$ cat src/rtl/ssta_pkg.sv
package ssta_pkg;

  typedef struct packed {
    logic g;
    logic p;
  } gp_t;

  // Two adjacent groups, hi above lo.
  function automatic gp_t merge2(gp_t hi, gp_t lo);
    gp_t r;
    r.g = hi.g | (hi.p & lo.g);
    r.p = hi.p & lo.p;
    return r;
  endfunction

  // Three adjacent groups merged in one level.
  function automatic gp_t merge3(gp_t hi, gp_t mid, gp_t lo);
    gp_t r;
    r.g = hi.g | (hi.p & mid.g) | (hi.p & mid.p & lo.g);
    r.p = hi.p & mid.p & lo.p;
    return r;
  endfunction

endpackage

$ cat src/rtl/ssta_sec_tree.sv
module ssta_sec_tree
  import ssta_pkg::*;
#(
  parameter int SEC = 8
) (
  input  logic [SEC-1:0] g_in,
  input  logic [SEC-1:0] p_in,
  output gp_t            grp
);
  localparam int LEVELS = $clog2(SEC);

  for (genvar l = 0; l <= LEVELS; l++) begin : lvl
    localparam int CNT = SEC >> l;
    gp_t [CNT-1:0] n;
    if (l == 0) begin : g_leaf
      for (genvar j = 0; j < CNT; j++) begin : g_bit
        assign n[j] = gp_t'({g_in[j], p_in[j]});
      end
    end else begin : g_node
      for (genvar j = 0; j < CNT; j++) begin : g_pair
        assign n[j] = merge2(lvl[l-1].n[2*j+1], lvl[l-1].n[2*j]);
      end
    end
  end

  assign grp = lvl[LEVELS].n[0];
endmodule

$ cat src/rtl/ssta_ripple.sv
module ssta_ripple #(
  parameter int W = 8
) (
  input  logic [W-1:0] a,
  input  logic [W-1:0] b,
  input  logic         cin,
  output logic [W-1:0] sum
);
  logic [W-1:0] c;

  assign c[0] = cin;
  for (genvar i = 0; i < W; i++) begin : g_fa
    assign sum[i] = a[i] ^ b[i] ^ c[i];
    if (i < W - 1) begin : g_chain
      assign c[i+1] = (a[i] & b[i]) | ((a[i] ^ b[i]) & c[i]);
    end
  end
endmodule

$ cat src/rtl/ssta_section.sv
module ssta_section #(
  parameter int SEC  = 8,
  parameter bit CSEL = 1'b1
) (
  input  logic [SEC-1:0] a,
  input  logic [SEC-1:0] b,
  input  logic           cin,
  output logic [SEC-1:0] sum
);
  if (CSEL) begin : g_select
    logic [SEC-1:0] s_lo, s_hi;
    ssta_ripple #(.W(SEC)) u_zero (.a(a), .b(b), .cin(1'b0), .sum(s_lo));
    ssta_ripple #(.W(SEC)) u_one  (.a(a), .b(b), .cin(1'b1), .sum(s_hi));
    assign sum = cin ? s_hi : s_lo;
  end else begin : g_plain
    ssta_ripple #(.W(SEC)) u_chain (.a(a), .b(b), .cin(cin), .sum(sum));
  end
endmodule

$ cat src/rtl/ssta_adder.sv
module ssta_adder
  import ssta_pkg::*;
#(
  parameter int WIDTH = 32,
  parameter int SEC   = 8,
  parameter bit CSEL  = 1'b1
) (
  input  logic [WIDTH-1:0] a,
  input  logic [WIDTH-1:0] b,
  input  logic             cin,
  output logic [WIDTH-1:0] sum,
  output logic             cout
);
  localparam int NSEC = WIDTH / SEC;

  if ((WIDTH % SEC) != 0) begin : g_bad_ratio
    $error("ssta_adder: WIDTH must be a multiple of SEC");
  end
  if (SEC < 2 || (SEC & (SEC - 1)) != 0) begin : g_bad_sec
    $error("ssta_adder: SEC must be a power of two of at least 2");
  end

  logic [WIDTH-1:0] bit_g, bit_p;
  assign bit_g = a & b;
  assign bit_p = a ^ b;

  gp_t [NSEC-1:0] sgrp;
  logic [NSEC:0]  bcarry;

  for (genvar k = 0; k < NSEC; k++) begin : g_tree
    ssta_sec_tree #(.SEC(SEC)) u_tree (
      .g_in (bit_g[k*SEC +: SEC]),
      .p_in (bit_p[k*SEC +: SEC]),
      .grp  (sgrp[k])
    );
  end

  // Boundary chain: even positions jump two slices with a 3-input merge.
  assign bcarry[0] = cin;
  for (genvar k = 1; k <= NSEC; k++) begin : g_bnd
    if (k >= 2 && (k % 2) == 0) begin : g_m3
      gp_t r3;
      assign r3 = merge3(sgrp[k-1], sgrp[k-2], gp_t'({bcarry[k-2], 1'b0}));
      assign bcarry[k] = r3.g;
    end else begin : g_m2
      gp_t r2;
      assign r2 = merge2(sgrp[k-1], gp_t'({bcarry[k-1], 1'b0}));
      assign bcarry[k] = r2.g;
    end
  end

  for (genvar k = 0; k < NSEC; k++) begin : g_fin
    ssta_section #(.SEC(SEC), .CSEL(CSEL)) u_sec (
      .a   (a[k*SEC +: SEC]),
      .b   (b[k*SEC +: SEC]),
      .cin (bcarry[k]),
      .sum (sum[k*SEC +: SEC])
    );
  end

  assign cout = bcarry[NSEC];
endmodule

$ cat config.mk
export PLATFORM = sky130hd
export DESIGN_NAME = ssta_adder
export DESIGN_NICKNAME = d
export VERILOG_FILES = /design/src/rtl/ssta_pkg.sv /design/src/rtl/ssta_sec_tree.sv /design/src/rtl/ssta_ripple.sv /design/src/rtl/ssta_section.sv /design/src/rtl/ssta_adder.sv
export SDC_FILE = /design/constraint.sdc
export NUM_CORES = 1
export LEC_CHECK = 0
export CELL_PAD_IN_SITES_DETAIL_PLACEMENT = 1
export CELL_PAD_IN_SITES_GLOBAL_PLACEMENT = 1
export CORE_MARGIN = 1
export CORE_UTILIZATION = 25
export DETAILED_ROUTE_END_ITERATION = 10
export PLACE_DENSITY = 0.84
export SYNTH_ARGS = -nofsm -noshare
export SYNTH_HDL_FRONTEND = slang
export SYNTH_SLANG_ARGS = --single-unit
$ cat constraint.sdc
create_clock -name vclk -period 13.6
set_input_delay 2.72 -clock vclk [all_inputs]
set_output_delay 2.72 -clock vclk [all_outputs]
set_load 0.02 [all_outputs]
==> results.md <==
* Status: completed
* CP max stage cell: clkdlybuf4s50_1
* Antenna violations before repair at 0
* Via count at 1409
* Critical Path AT at 7760 ps
* Final setup viols at 0
* CP Capture Type: primary output
* Worst EP required at 10880 ps
* I/O Buffers at 98
* Kind of critical path: in2out
* Drt total wl at between 4 and 5 mm
* Final cell count without fillers at roughly 310
* Layout filler cell count at 628
* Pins over their slew limit at 0
* Multi-input logic area at between 0.001 and 0.0015 mm²
* Die area at 0.00601 mm²
* Main combinational cell family by area after synthesis: adder cells
* Worst Tran Pin Value at ~450 ps
* GPL Wtd Cong at 0.677
* Synth Instances at 138
* Number of hold buffers added after cts at 0
* Commonest non-fill, non-tap cell in the layout: clkdlybuf4s50_1
* Routed length per instance at 13.0 µm
* Area growth syn-to-layout at 75.2%
* Delay-heaviest family, CP: adder cells
* Vias in the first global route at 1594
* Commonest non-fill, non-tap cells in the layout: clkdlybuf4s50_1 (98), ha_1 (36), fa_1 (24)
* Distinct cells, synth at 26
* CP Cell Sequence: clkdlybuf4s50_1 > ha_1 > a211oi_1 > nor2_1 > a211oi_4 > o211ai_4 > a21oi_4 > mux2i_1 > fa_1 > fa_1 > fa_1 > fa_1 > fa_1 > fa_1 > xor2_1 > clkdlybuf4s50_1
* Hold Fails Final Rpt at 0
* Maximum clock rate at 95.4 MHz
* Post-CTS setup buffers at 0
* Dpl hpwl at between 3 and 4 mm
* RSZ-0062 raised after global routing: no
* CLK BUF at 0
* Synth Area in Simple Gates at 0.0702
* Warnings, synthesis at 0
* Num rows at 27
* Total GRT Usage at 0.138
* Design Area, Final at 0.00250 mm²
* Hold_ws at 6600 ps
* Ant diodes at 0
* Pleak at 1.10 nW
* Mapped Nets at 263
* # IOs at 98
* XOR/XNOR Fraction of Synth Area at 0.0492
* Max Fanout on Critical Path at 5
* Peak VDD IR at approximately 0.000029 V
* DP Worst Slack at 3050 ps
* Die Width at 77.5 µm
* Seq/Total Area, Yosys at 0
* Core Region at 0.00551 mm²
* Total chip power at 0.141 mW
* Cells after DPL at 308
* Min-delay worst type: in2out
* Layout cells sized above 1 at 0.0297
* Total Nets Final at 363
* Post-Synthesis Cell Area at between 0.001 and 0.0015 mm²
* Crit path buf inv count at 2
* Post-synthesis compound-gate area fraction at 0.171
* Max-slew headroom at 0.698
* First-pass GRT wire length at 6.85 mm
* Startpoint types: input pin
* Register area at 0 µm²
* Largest net degree at the start of global routing at 6
* Die height at just under 80 µm
* Clock period minus worst slack at 10480 ps
* Residual DRC at 0
* Initial Utilization at 0.259
* Vias/cell at 4.57
* Power Dens Cells at 56.5 mW/mm²
* Top cell by count, worst path: fa_1
* TritonRoute pass-1 iters at 2
* Final Util at 0.453
* Worst setup margin at 3120 ps
* Worst setup path endpoint: sum[31]
* DRT antenna net count at 0
* Post-CTS Resized at 0
* Overflow after GRT at 0
* Initial drt markers at 17
* Mapped Avg Cell Area at 10.3 µm²
* Post-Synth Adder-Cell Area at 0.653
* Part of the cycle the worst path needs at 0.771
* Multiplexer area fraction after synthesis at 0.0140
* Setup total negative slack at 0 ps
* Worst Setup SP: a[5]
* Stages on worst setup path at 16
* CP max stage delay at 620 ps
* Max_cap viols at 0
* Cell area after placement at 0.00250 mm²
* Num sequential at 0
worst min path at each step:
stage | startpoint | end | slack, ps | cells after the start
CTS | cin | sum[0] | 6610 | 3
finish | cin | sum[0] | 6600 | 3
global placement | cin | sum[0] | 6570 | 3
global route | cin | sum[0] | 6640 | 3
floorplan | cin | sum[0] | 5570 | 1
detailed placement | cin | sum[0] | 6610 | 3
cell families after synthesis:
family                     count (synthesis)
xor gates and xnor gates                   8
and+or+nand+nor                           20
adders and majority gates                 60
AOI/OAI and AO/OA                         32
muxes                                      2
buffers and inverters                     16
layer usage:
metal	track usage	vias to the layer above	part of all wire
li1	-	685	-
met5	0	-	0
met3	0.0318	4	0.085
met4	0.0132	0	0.010
met1	0.151	661	0.37
met2	0.273	59	0.53
worst min-delay path, cell delays in order:
cell and delay [ps]:
clkdlybuf4s50_1 530, xor2_1 90, clkdlybuf4s50_1 540
area by class of cell:
cell class | count | area share
Timing Repair Buffer | 98 | 0.393
Inverter | 16 | 0.0241
Tap cell | 72 | 0.0361
Multi-Input combinational cell | 122 | 0.547
synthesized netlist by cell type:
| cell | n | area (µm²) |
|---|---|---|
| ha_1 | 36 | 450 |
| fa_1 | 24 | 480 |
| inv_1 | 16 | 60.1 |
| a21oi_1 | 10 | 50.1 |
| a21o_1 | 7 | 52.6 |
| nand2_1 | 6 | 22.5 |
| xor2_1 | 5 | 43.8 |
| nand3_1 | 4 | 20.0 |
| nand4_1 | 4 | 25.0 |
| o21ai_0 | 4 | 20.0 |
| xnor2_1 | 3 | 26.3 |
| a211oi_1 | 2 | 15.0 |
| mux2i_1 | 2 | 20.0 |
| nor2_1 | 2 | 7.51 |
| o21ai_2 | 2 | 17.5 |
| a211oi_2 | 1 | 12.5 |
| a211oi_4 | 1 | 20.0 |
| a21oi_4 | 1 | 16.3 |
| a31oi_1 | 1 | 6.26 |
| and3_1 | 1 | 6.26 |
| and3_2 | 1 | 7.51 |
| nor2b_1 | 1 | 6.26 |
| nor3_1 | 1 | 5.00 |
| o211ai_4 | 1 | 21.3 |
| o21ai_1 | 1 | 5.00 |
| o21bai_1 | 1 | 7.51 |
power by group:
part | switching, mW | leakage, nW | internal, mW | total [mW]
registers | 0 | 0 | 0 | 0
logic | 0.0675 | 1.10 | 0.0736 | 0.141
clock network | 0 | 0 | 0 | 0
total | 0.0675 | 1.10 | 0.0736 | 0.141
Power figures use the tool's default switching activity.
